$ cat config.mk
export PLATFORM = sky130hd
export DESIGN_NAME = adc_conv_regbank
export DESIGN_NICKNAME = d
export VERILOG_FILES = /design/src/rtl/cvr_pkg.sv /design/src/rtl/cvr_sample_path.sv /design/src/rtl/cvr_result_latch.sv /design/src/rtl/cvr_ctrl_regs.sv /design/src/rtl/adc_conv_regbank.sv
export SDC_FILE = /design/constraint.sdc
export NUM_CORES = 1
export LEC_CHECK = 0
export BUFFER_PORTS_ARGS = -buffer_cell sky130_fd_sc_hd__buf_2
export CAP_MARGIN = 20
export CORE_MARGIN = 5
export CORE_UTILIZATION = 48
export CTS_CLUSTER_SIZE = 40
export DETAILED_ROUTE_END_ITERATION = 10
export PLACE_DENSITY = 0.84
export SYNTH_ARGS = -nofsm -noshare
export SYNTH_HDL_FRONTEND = slang
export SYNTH_SLANG_ARGS = --single-unit
$ cat constraint.sdc
create_clock -name clk -period 2.9 [get_ports clk]
set_clock_uncertainty 0.05 [all_clocks]
set_input_delay 0.29 -clock clk [delete_from_list [all_inputs] [get_ports clk]]
set_output_delay 0.29 -clock clk [all_outputs]
set_load 0.01 [all_outputs]
$ cat src/rtl/cvr_pkg.sv
package cvr_pkg;
    typedef enum logic {
        PWR_ACTIVE = 1'b0,
        PWR_SLEEP  = 1'b1
    } pwr_state_e;

    typedef enum logic [1:0] {
        REG_RESULT = 2'd0,
        REG_GAIN   = 2'd1,
        REG_OFFSET = 2'd2,
        REG_CTRL   = 2'd3
    } reg_sel_e;
endpackage

$ cat src/rtl/cvr_sample_path.sv
module cvr_sample_path #(
    parameter int DATA_W = 14,
    parameter int OFFS_W = 8
) (
    input  logic [DATA_W-1:0] raw,
    input  logic [OFFS_W-1:0] offs,
    input  logic              offs_en,
    input  logic              fmt_twos,
    output logic [DATA_W-1:0] coded
);
    localparam int SUM_W = DATA_W + 2;

    logic [SUM_W-1:0]  raw_x;
    logic [SUM_W-1:0]  off_x;
    logic [SUM_W-1:0]  sum;
    logic [DATA_W-1:0] sat;

    always_comb begin
        raw_x = {2'b00, raw};
        off_x = offs_en ? {{(SUM_W-OFFS_W){offs[OFFS_W-1]}}, offs} : '0;
        sum   = raw_x + off_x;
        // negative sum clamps low, a carry into bit DATA_W clamps high
        if (sum[SUM_W-1]) begin
            sat = '0;
        end else if (sum[DATA_W]) begin
            sat = '1;
        end else begin
            sat = sum[DATA_W-1:0];
        end
        coded = sat ^ {fmt_twos, {(DATA_W-1){1'b0}}};
    end
endmodule

$ cat src/rtl/cvr_result_latch.sv
module cvr_result_latch #(
    parameter int DATA_W = 14
) (
    input  logic              clk,
    input  logic              rst_n,
    input  logic              take,
    input  logic [DATA_W-1:0] value,
    output logic [DATA_W-1:0] result
);
    always_ff @(posedge clk) begin
        if (!rst_n) begin
            result <= '0;
        end else if (take) begin
            result <= value;
        end
    end
endmodule

$ cat src/rtl/cvr_ctrl_regs.sv
module cvr_ctrl_regs
    import cvr_pkg::*;
#(
    parameter int DATA_W = 14,
    parameter int GAIN_W = 3,
    parameter int OFFS_W = 8,
    parameter int TM_W   = 3
) (
    input  logic              clk,
    input  logic              rst_n,
    input  logic              host_we,
    input  logic [1:0]        host_addr,
    input  logic [DATA_W-1:0] host_wdata,
    input  logic [DATA_W-1:0] result,
    output logic [DATA_W-1:0] host_rdata,
    output logic [GAIN_W-1:0] gain_code,
    output logic [OFFS_W-1:0] offs,
    output logic              offs_en,
    output logic              fmt_twos,
    output logic              pwr_down,
    output logic              ref_sel,
    output logic [TM_W-1:0]   test_mode,
    output logic              test_active
);
    localparam int PD_BIT  = DATA_W - 1;
    localparam int REF_BIT = DATA_W - 2;
    localparam int FMT_BIT = DATA_W - 3;
    localparam int TM_LSB  = FMT_BIT - TM_W;
    localparam int OEN_BIT = TM_LSB - 1;

    reg_sel_e    sel;
    logic        wr_res, wr_gain, wr_offs, wr_ctrl, swrst;
    pwr_state_e  state_q, state_d;
    logic [GAIN_W-1:0] gain_q;
    logic [OFFS_W-1:0] offs_q;
    logic              ref_q, fmt_q, oen_q;
    logic [TM_W-1:0]   tm_q;
    logic [DATA_W-1:0] ctrl_rd;

    always_comb begin
        sel     = reg_sel_e'(host_addr);
        wr_res  = host_we && (sel == REG_RESULT);
        wr_gain = host_we && (sel == REG_GAIN);
        wr_offs = host_we && (sel == REG_OFFSET);
        wr_ctrl = host_we && (sel == REG_CTRL);
        swrst   = wr_res && host_wdata[0];
    end

    // power state register
    always_ff @(posedge clk) begin
        if (!rst_n) begin
            state_q <= PWR_ACTIVE;
        end else begin
            state_q <= state_d;
        end
    end

    // transitions: enter_sleep and wake
    always_comb begin
        state_d = state_q;
        unique case (state_q)
            PWR_ACTIVE: if (!swrst && wr_ctrl && host_wdata[PD_BIT]) state_d = PWR_SLEEP;
            PWR_SLEEP:  if (swrst || (wr_ctrl && !host_wdata[PD_BIT])) state_d = PWR_ACTIVE;
        endcase
    end

    // settings registers
    always_ff @(posedge clk) begin
        if (!rst_n || swrst) begin
            gain_q <= '0;
            offs_q <= '0;
            ref_q  <= 1'b0;
            fmt_q  <= 1'b0;
            tm_q   <= '0;
            oen_q  <= 1'b0;
        end else begin
            if (wr_gain) gain_q <= host_wdata[GAIN_W-1:0];
            if (wr_offs) offs_q <= host_wdata[OFFS_W-1:0];
            if (wr_ctrl) begin
                ref_q <= host_wdata[REF_BIT];
                fmt_q <= host_wdata[FMT_BIT];
                tm_q  <= host_wdata[TM_LSB +: TM_W];
                oen_q <= host_wdata[OEN_BIT];
            end
        end
    end

    // outputs
    always_comb begin
        pwr_down    = (state_q == PWR_SLEEP);
        gain_code   = gain_q;
        offs        = offs_q;
        offs_en     = oen_q;
        fmt_twos    = fmt_q;
        ref_sel     = ref_q;
        test_mode   = tm_q;
        test_active = (tm_q[1:0] != 2'b00);

        ctrl_rd                   = '0;
        ctrl_rd[PD_BIT]           = pwr_down;
        ctrl_rd[REF_BIT]          = ref_q;
        ctrl_rd[FMT_BIT]          = fmt_q;
        ctrl_rd[TM_LSB +: TM_W]   = tm_q;
        ctrl_rd[OEN_BIT]          = oen_q;

        unique case (sel)
            REG_RESULT: host_rdata = result;
            REG_GAIN:   host_rdata = {{(DATA_W-GAIN_W){1'b0}}, gain_q};
            REG_OFFSET: host_rdata = {{(DATA_W-OFFS_W){1'b0}}, offs_q};
            REG_CTRL:   host_rdata = ctrl_rd;
        endcase
    end
endmodule

$ cat src/rtl/adc_conv_regbank.sv
module adc_conv_regbank #(
    parameter int DATA_W = 14,
    parameter int GAIN_W = 3,
    parameter int OFFS_W = 8,
    parameter int TM_W   = 3
) (
    input  logic              clk,
    input  logic              rst_n,
    input  logic              host_we,
    input  logic [1:0]        host_addr,
    input  logic [DATA_W-1:0] host_wdata,
    output logic [DATA_W-1:0] host_rdata,
    input  logic              smp_valid,
    input  logic [DATA_W-1:0] smp_data,
    output logic [GAIN_W-1:0] gain_code,
    output logic              pwr_down,
    output logic              ref_sel,
    output logic [TM_W-1:0]   test_mode,
    output logic              test_active
);
    logic [DATA_W-1:0] result_q;
    logic [DATA_W-1:0] coded;
    logic [OFFS_W-1:0] offs;
    logic              offs_en, fmt_twos, take;

    cvr_ctrl_regs #(
        .DATA_W(DATA_W), .GAIN_W(GAIN_W), .OFFS_W(OFFS_W), .TM_W(TM_W)
    ) regs_i (
        .clk(clk), .rst_n(rst_n),
        .host_we(host_we), .host_addr(host_addr), .host_wdata(host_wdata),
        .result(result_q), .host_rdata(host_rdata),
        .gain_code(gain_code), .offs(offs), .offs_en(offs_en),
        .fmt_twos(fmt_twos), .pwr_down(pwr_down), .ref_sel(ref_sel),
        .test_mode(test_mode), .test_active(test_active)
    );

    cvr_sample_path #(.DATA_W(DATA_W), .OFFS_W(OFFS_W)) path_i (
        .raw(smp_data), .offs(offs), .offs_en(offs_en),
        .fmt_twos(fmt_twos), .coded(coded)
    );

    assign take = smp_valid && !pwr_down;

    cvr_result_latch #(.DATA_W(DATA_W)) res_i (
        .clk(clk), .rst_n(rst_n), .take(take), .value(coded), .result(result_q)
    );
endmodule

==> metrics.md, run 1 <==
| Metric | Value |
|---|---|
| Reg clk slew, reported paths | `0.07 ns` |
| Slew HR | `52.5%` |
| Height of the die | `77.2 µm` |
| Share of layout cells above drive strength 1 | `25.3%` |
| DP HPWL | `4360 µm` |
| Critical R2R Launch | `regs_i.offs_en` |
| Grt ovf | `0` |
| Pwr Total | `973 µW` |
| Total GRT Usage | `18.6%` |
| CP required | `3.04 ns` |
| PD cells | `378 nW/µm²` |
| Worst slew pin tran | `0.712 ns` |
| CTS sink count | `32` |
| Largest net degree at the start of global routing | `20` |
| Kind of critical path | `register to register` |
| Fmax achieved | `357 MHz` |
| # rows | `24` |
| Final Cycle Share | `96.7%` |
| Yosys warnings | `0` |
| Count of buffers from port buffering | `56` |
| Die Wd | `77.2 µm` |
| Full die area | `5960 µm²` |
| Register bit count reported by yosys | `32` |
| Logic gate share of total power | `18.0%` |
| Crit Path Max Fanout | `6` |
| Vias per std cell | `5.72` |
| Hold Startpoint | `host_wdata[13]` |
| Drt pass-1 iters | `4` |
| Status | `finished, final reports clean` |
| Sequential share of the synthesized area | `29.5%` |
| Skew-Pair Late Insertion Delay | `0.28 ns` |
| Area leader, netlist | `dfxtp_1` |
| Top_reg_cell synth | `dfxtp_1` |
| Ant diodes | `0` |
| Max-cap violations | `0` |
| Flop pwr share | `48.8%` |
| Area Overhead vs Synth | `18.7%` |
| CTS H-tree depth | `2` |
| Num CTS Buffers | `5` |
| Longest Clk Path Bufs | `2` |
| Count of cell types in the netlist | `51` |
| Cell-internal power | `696 µW` |
| Synth cell count leaders | `43 x nand2_1, 32 x dfxtp_1, 24 x a21oi_1, 24 x mux2i_1, 23 x nor2_1` |
| WL per Instance | `15.3 µm` |
| Final #Nets | `370` |
| CP Capture Type | `register` |
| Post-route ant nets | `0` |
| Post-synth EDFFs | `0` |
| Post-route cell area | `2570 µm²` |
| Sw Share | `28.5%` |
| Tmin final | `2.80 ns` |
| Clock share of power | `33.2%` |
| Peak supply drop | `0.143 mV` |
| Vias after detailed routing | `2175` |
| CP Launch Type | `register` |
| Net Switching | `277 µW` |
| DRC | `0` |
| Final Hold Viols | `0` |
| Synthesized area per cell | `7.89 µm²` |
| Leakage power | `0.00120 µW` |
| Top-count cell post-synth | `nand2_1` |
| Vias in the first global route | `2050` |
| Top cell type's share of synthesized area | `29.5%` |
| Syn Inst Count | `275` |
| Final wirelength | `5830 µm` |
| HP Class | `input pin to register` |
| Asr flop ratio synth | `0%` |
| Synthesized area | `2170 µm²` |
| Initial drt markers | `187` |
| RD Place Congestion | `0.916` |
| Initial Util | `49.5%` |
| Synth area leaders | `dfxtp_1 30%, mux2i_1 11%, nand2_1 7.4%, a21oi_1 5.5%, ha_1 4.0%` |
| Final setup violation count | `0` |
| IO Count | `57` |
| CTS tree | `yes` |
| Root Buffer | `clkbuf_8` |
| Post-synthesis net count | `317` |
| Global-route wire length before repair | `9290 µm` |
| Slew Limit Fails | `0` |
| Critical Path AT | `2.95 ns` |
| Antenna violations before repair | `0` |
| Core Area | `4380 µm²` |
| Area after DPL | `2480 µm²` |
| Crit path from | `regs_i.offs_en` |
| CTS hold repair buffers | `0` |
-- state kept, by name, summed over array words and instances (netlist names) --
| register | flops |
|---|---|
| regs_i.fmt_twos | 1 |
| regs_i.pwr_down | 1 |
| res_i.result | 14 |
| regs_i.ref_sel | 1 |
| regs_i.offs | 8 |
| regs_i.test_mode | 3 |
| regs_i.offs_en | 1 |
| regs_i.gain_code | 3 |
-- cells in the final DEF (no fill, tap or decap), types with 4 or more instances in the layout --
cell type and instances:
buf_2 56, nand2_1 43, dfxtp_1 32, mux2i_1 24
a21oi_1 24, nor2_1 23, o21ai_0 10, and2_1 10
nand3_1 10, o21ai_1 9, xnor2_1 7, ha_1 7
a22o_1 6, clkbuf_8 5, buf_4 5, nor3_1 4
xor2_1 4
-- power groups by stage --
stage | Sequential, µW | Clock [µW] | Combinational (µW)
floorplan | 481 | 0 | 109
detailed placement | 484 | 0 | 174
CTS | 475 | 332 | 175
global placement | 483 | 0 | 170
finish | 475 | 323 | 175
global route | 477 | 346 | 195
-- metal layers --
metal	share of wire [%]	track usage (%)	wire [µm]
met5	0	0	0
met4	2.2	9.28	129
met3	5.8	4.57	340
met2	48	29.5	2770
met1	44	23.4	2580
-- cells by family after synthesis --
| kind of cell | synth area share (%) |
|---|---|
| AO/OA/AOI/OAI | 21.8 |
| XOR/XNOR | 4.44 |
| adder cells (fa/ha/maj) | 4.96 |
| buffers and inverters | 3.81 |
| flip-flops | 29.5 |
| multiplexers | 11.6 |
| AND/OR/NAND/NOR | 23.9 |
-- area by class of cell --
cell class / count / area (µm²)
Clock inverter: 1 / 5.00
Timing Repair Buffer: 62 / 329
Sequential cell: 32 / 641
Fill cell: 411 / 1810
Tap cell: 52 / 65.1
Inverter: 3 / 11.3
Clock buffer: 6 / 72.6
Multi-Input combinational cell: 224 / 1450
-- per-stage QoR --
| step | hold WS [ns] | instances | setup slack, ns | utilization, % | setup TNS (ns) |
|---|---|---|---|---|---|
| floorplan | 0.370 | 275 | 0.0635 | - | 0 |
| global placement | 0.393 | 372 | 0.188 | 56.6 | 0 |
| detailed placement | 0.403 | 372 | 0.103 | 56.6 | 0 |
| CTS | 0.175 | 379 | 0.0714 | 58.4 | 0 |
| global route | 0.192 | 380 | -0.00853 | 58.7 | -0.00853 |
| finish | 0.180 | 380 | 0.0963 | 58.7 | 0 |
-- worst max-delay path: stages, from the launching register on --
cell	delay, ns
dfxtp_1	0.35
and2_1	0.16
ha_1	0.21
fa_2	0.35
a21o_1	0.21
a221o_2	0.43
a311oi_2	0.37
nor4_1	0.08
mux2_2	0.30
a311oi_1	0.19
-- final timing paths --
kind	to	slack, ns	depth (start not counted)
setup / recovery	res_i.result[13]	0.1	9
hold / removal	regs_i.pwr_down	0.18	3
setup reg to reg	res_i.result[13]	0.1	9
hold reg to reg	res_i.result[0]	0.41	2
-- timing repair --
item | 4_1_cts | 5_1_grt
setup buffers | 0 | 1
resized for setup | 0 | 3
setup endpoints to repair | 0 | 7
(Power assumes the default switching activity.)
==> run 2, diff against run 1 <==
--- a/config.mk
+++ b/config.mk
@@ -5,13 +5,15 @@
 export SDC_FILE = /design/constraint.sdc
 export NUM_CORES = 1
 export LEC_CHECK = 0
-export BUFFER_PORTS_ARGS = -buffer_cell sky130_fd_sc_hd__buf_2
 export CAP_MARGIN = 20
 export CORE_MARGIN = 5
-export CORE_UTILIZATION = 48
+export CORE_UTILIZATION = 57
 export CTS_CLUSTER_SIZE = 40
 export DETAILED_ROUTE_END_ITERATION = 10
-export PLACE_DENSITY = 0.84
+export DONT_BUFFER_PORTS = 1
+export HOLD_SLACK_MARGIN = 0.08
+export PLACE_DENSITY = 0.82
 export SYNTH_ARGS = -nofsm -noshare
 export SYNTH_HDL_FRONTEND = slang
+export SYNTH_HIERARCHICAL = 1
 export SYNTH_SLANG_ARGS = --single-unit
==> run 2 against run 1 <==
Highest routed layer unchanged. Final area is 5.2% lower. Via count fell by 10%. Die area fell by 8.9%. Area after synthesis up 6.6%. Power increased by 5.4%. Utilization is 2.8 points higher. Non-clock buffer count down 54. Maximum frequency up 0.68%. Wire length down 5.7%. Worst hold slack got worse by 0.095 ns. First-iteration DRC count down 52%.
==> metrics.md, run 2 <==
| Metric | Value |
|---|---|
| Final Hold Viols | `0 (unchanged)` |
| Status | `finished, final reports clean` |
| Pwr Total | `1030 µW (+5.4%)` |
| Top cell type's share of synthesized area | `27.7% (-1.8 points)` |
| Largest net degree at the start of global routing | `19 (-5.0%)` |
| Sequential share of the synthesized area | `27.7% (-1.8 points)` |
| Register bit count reported by yosys | `32 (unchanged)` |
| Tmin final | `2.78 ns (-0.0191 ns)` |
| Reg with most FFs | `res_i/result` |
| Critical Path AT | `2.91 ns (-0.04 ns)` |
| Final Util | `61.5% (+2.8 points)` |
| DP HPWL | `3990 µm (-8.4%)` |
| RSZ-0062 raised after global routing | `true` |
| IO Count | `57 (unchanged)` |
| Top_reg_cell synth | `dfxtp_1` |
| WHS Path Cells | `1 (-2)` |
| Ant diodes | `0 (unchanged)` |
| Syn Inst Count | `281 (+2.2%)` |
| Largest register FFs | `14 (unchanged)` |
| Post-synthesis net count | `323 (+1.9%)` |
| Final #Nets | `320 (-14%)` |
| RD Place Congestion | `0.929 (+1.4%)` |
| Slew Limit Fails | `0 (unchanged)` |
| Yosys warnings | `6 (+6)` |
| CTS tree | `yes` |
| Drt pass-1 iters | `4 (unchanged)` |
| Synthesized area | `2310 µm² (+6.6%)` |
| Full die area | `5430 µm² (-8.9%)` |
| Most common cell after layout, fill and taps aside | `nand2_1` |
| Vias in the first global route | `1809 (-12%)` |
| Initial drt markers | `89 (-52%)` |
| Total negative slack | `0 ns (unchanged)` |
| Height of the die | `73.7 µm (-4.6%)` |
| Fmax achieved | `359 MHz (+0.68%)` |
| Vias per std cell | `5.92 (+3.4%)` |
| Worst slew pin tran | `0.707 ns (-0.00559 ns)` |
| HP Class | `input pin to register` |
| Initial Util | `58.3% (+8.8 points)` |
| DRC | `0 (unchanged)` |
| CP Launch Type | `register` |
| Global-route wire length before repair | `8830 µm (-4.9%)` |
| CTS sink count | `32 (unchanged)` |
| Synth area leaders | `dfxtp_1 28%, mux2i_1 12%, a21oi_1 6.7%, nand2_1 5.8%, nor2b_1 4.1%` |
| Placed cells | `315 (-15%)` |
| Peak supply drop | `0.374 mV (+160%)` |
| Final setup violation count | `0 (unchanged)` |
| Final Cycle Share | `96.0% (-0.66 points)` |
| Area leader, netlist | `dfxtp_1` |
| Post-route ant nets | `0 (unchanged)` |
| Top-count cell post-synth | `nand2_1` |
| Share of layout cells above drive strength 1 | `8.96% (-16 points)` |
| WL per Instance | `16.7 µm (+8.9%)` |
| Count of cell types in the netlist | `56 (+9.8%)` |
| Skew-Pair Late Insertion Delay | `0.28 ns (about the same)` |
| CP Capture Type | `register` |
| Area after DPL | `2260 µm² (-9.0%)` |
| Final wirelength | `5490 µm (-5.7%)` |
| Post-route cell area | `2440 µm² (-5.2%)` |
| Vias after detailed routing | `1948 (-10%)` |
| Post-synth EDFFs | `0 (unchanged)` |
| CTS H-tree depth | `2 (unchanged)` |
| Synthesized area per cell | `8.23 µm² (+4.4%)` |
| Commonest non-fill, non-tap cells in the layout | `36 x nand2_1, 32 x dfxtp_1, 30 x a21oi_1, 27 x mux2i_1, 18 x nor2_1` |
| Num CTS Buffers | `5 (unchanged)` |
| Leakage power | `0.00100 µW (-17%)` |
| Area Overhead vs Synth | `5.57%` |
| Root Buffer | `clkbuf_8` |
| Reg clk slew, reported paths | `0.07 ns (about the same)` |
| Longest Clk Path Bufs | `2 (unchanged)` |
| Fillcell total | `348 (-15%)` |
| Postcts setup bufs | `0 (unchanged)` |
| Antenna violations before repair | `0 (unchanged)` |
| Slew HR | `52.9% (+0.37 points)` |
| Grt ovf | `0 (unchanged)` |
| Count of buffers from port buffering | `0 (-100%)` |
| Synth cell count leaders | `36 x nand2_1, 32 x dfxtp_1, 31 x a21oi_1, 27 x mux2i_1, 18 x nor2_1` |
| Asr flop ratio synth | `0% (unchanged)` |
| Post-Layout Cell Count | `329 (-13%)` |
| Total GRT Usage | `20.6% (+2.0 points)` |
| Crit Path Max Fanout | `8 (+2)` |
| Core Area | `3970 µm² (-9.4%)` |
| Worst Reg-to-Reg Cells | `12 (+3)` |
| # rows | `23 (-4.2%)` |
| PD cells | `420 nW/µm² (+11%)` |
| Die Wd | `73.7 µm (-4.6%)` |
| Max-cap violations | `0 (unchanged)` |
| Kind of critical path | `register to register` |
| CP required | `3.03 ns (about the same)` |
run 2: cell count changes after synthesis, sizes merged, moves of 3 or more:
cell,delta
a21oi,+8
nor2,-5
o21ai,-12
buf,+9
a311oi,-3
nor2b,+13
o22ai,-3
clkbuf,-7
xor2,+3
nand2,-6
nor3,-4
mux2i,+3
run 2: area by class of cell:
cell class	count	area (µm²)	area share, %
clock buffer	6	72.6	2.97
clock inverter	2	35.0	1.43
inverter	5	18.8	0.768
multi-input combinational	226	1540	63.0
sequential	32	641	26.2
tap	50	62.6	2.56
timing repair buffer	8	75.1	3.07
run 2: final timing paths:
| check | from | endpoint | slack [ns] |
|---|---|---|---|
| hold / removal | rst_n | res_i/result[8] | 0.09 |
| setup reg to reg | regs_i/offs_en | res_i/result[13] | 0.12 |
| hold reg to reg | regs_i/offs[1] | regs_i/offs[1] | 0.44 |
| setup / recovery | regs_i/offs_en | res_i/result[13] | 0.12 |
run 2: kinds of logic after synthesis:
group	synth area share (%)
AND/OR/NAND/NOR	25.6
AO/OA/AOI/OAI	18.8
flip-flops	27.7
multiplexers	12.2
buffers and inverters	6.60
XOR/XNOR	4.54
adder cells (fa/ha/maj)	4.65
run 2: timing repair:
item | 4_1_cts | 5_1_grt
gates resized for setup | 0 | 4
endpoints found under the hold margin | 6 | 0
endpoints found under the setup margin | 0 | 7
hold buffers | 6 | 0
run 2: metal layers:
layer	global-route usage (%)	share of wire, %	vias to the layer above
li1	-	-	987
met1	26.6	45	895
met2	32.3	46	61
met3	6.98	8.1	5
met4	6.64	0.97	0
met5	0	0	-
run 2: worst max-delay path, stage by stage, from the launching register on:
cell	delay, ns
dfxtp_1	0.36
and2_1	0.16
ha_1	0.20
fa_1	0.41
a21o_1	0.19
nand2_1	0.10
a31oi_2	0.15
a211o_1	0.30
nand4_1	0.09
or3b_1	0.36
xnor2_1	0.13
mux2i_1	0.13
nor2b_1	0.06
run 2: stage by stage:
step,setup slack [ns],hold WS [ns]
floorplan,0.255,0.368
global placement,0.214,0.374
detailed placement,0.155,0.378
CTS,0.143,0.0811
global route,-0.00359,0.0866
finish,0.115,0.0853
run 2: report_power, final:
part	switching [µW]	internal, µW	total [µW]
combinational	63.8	62.8	127
sequential	17.4	460	478
clock	167	255	422
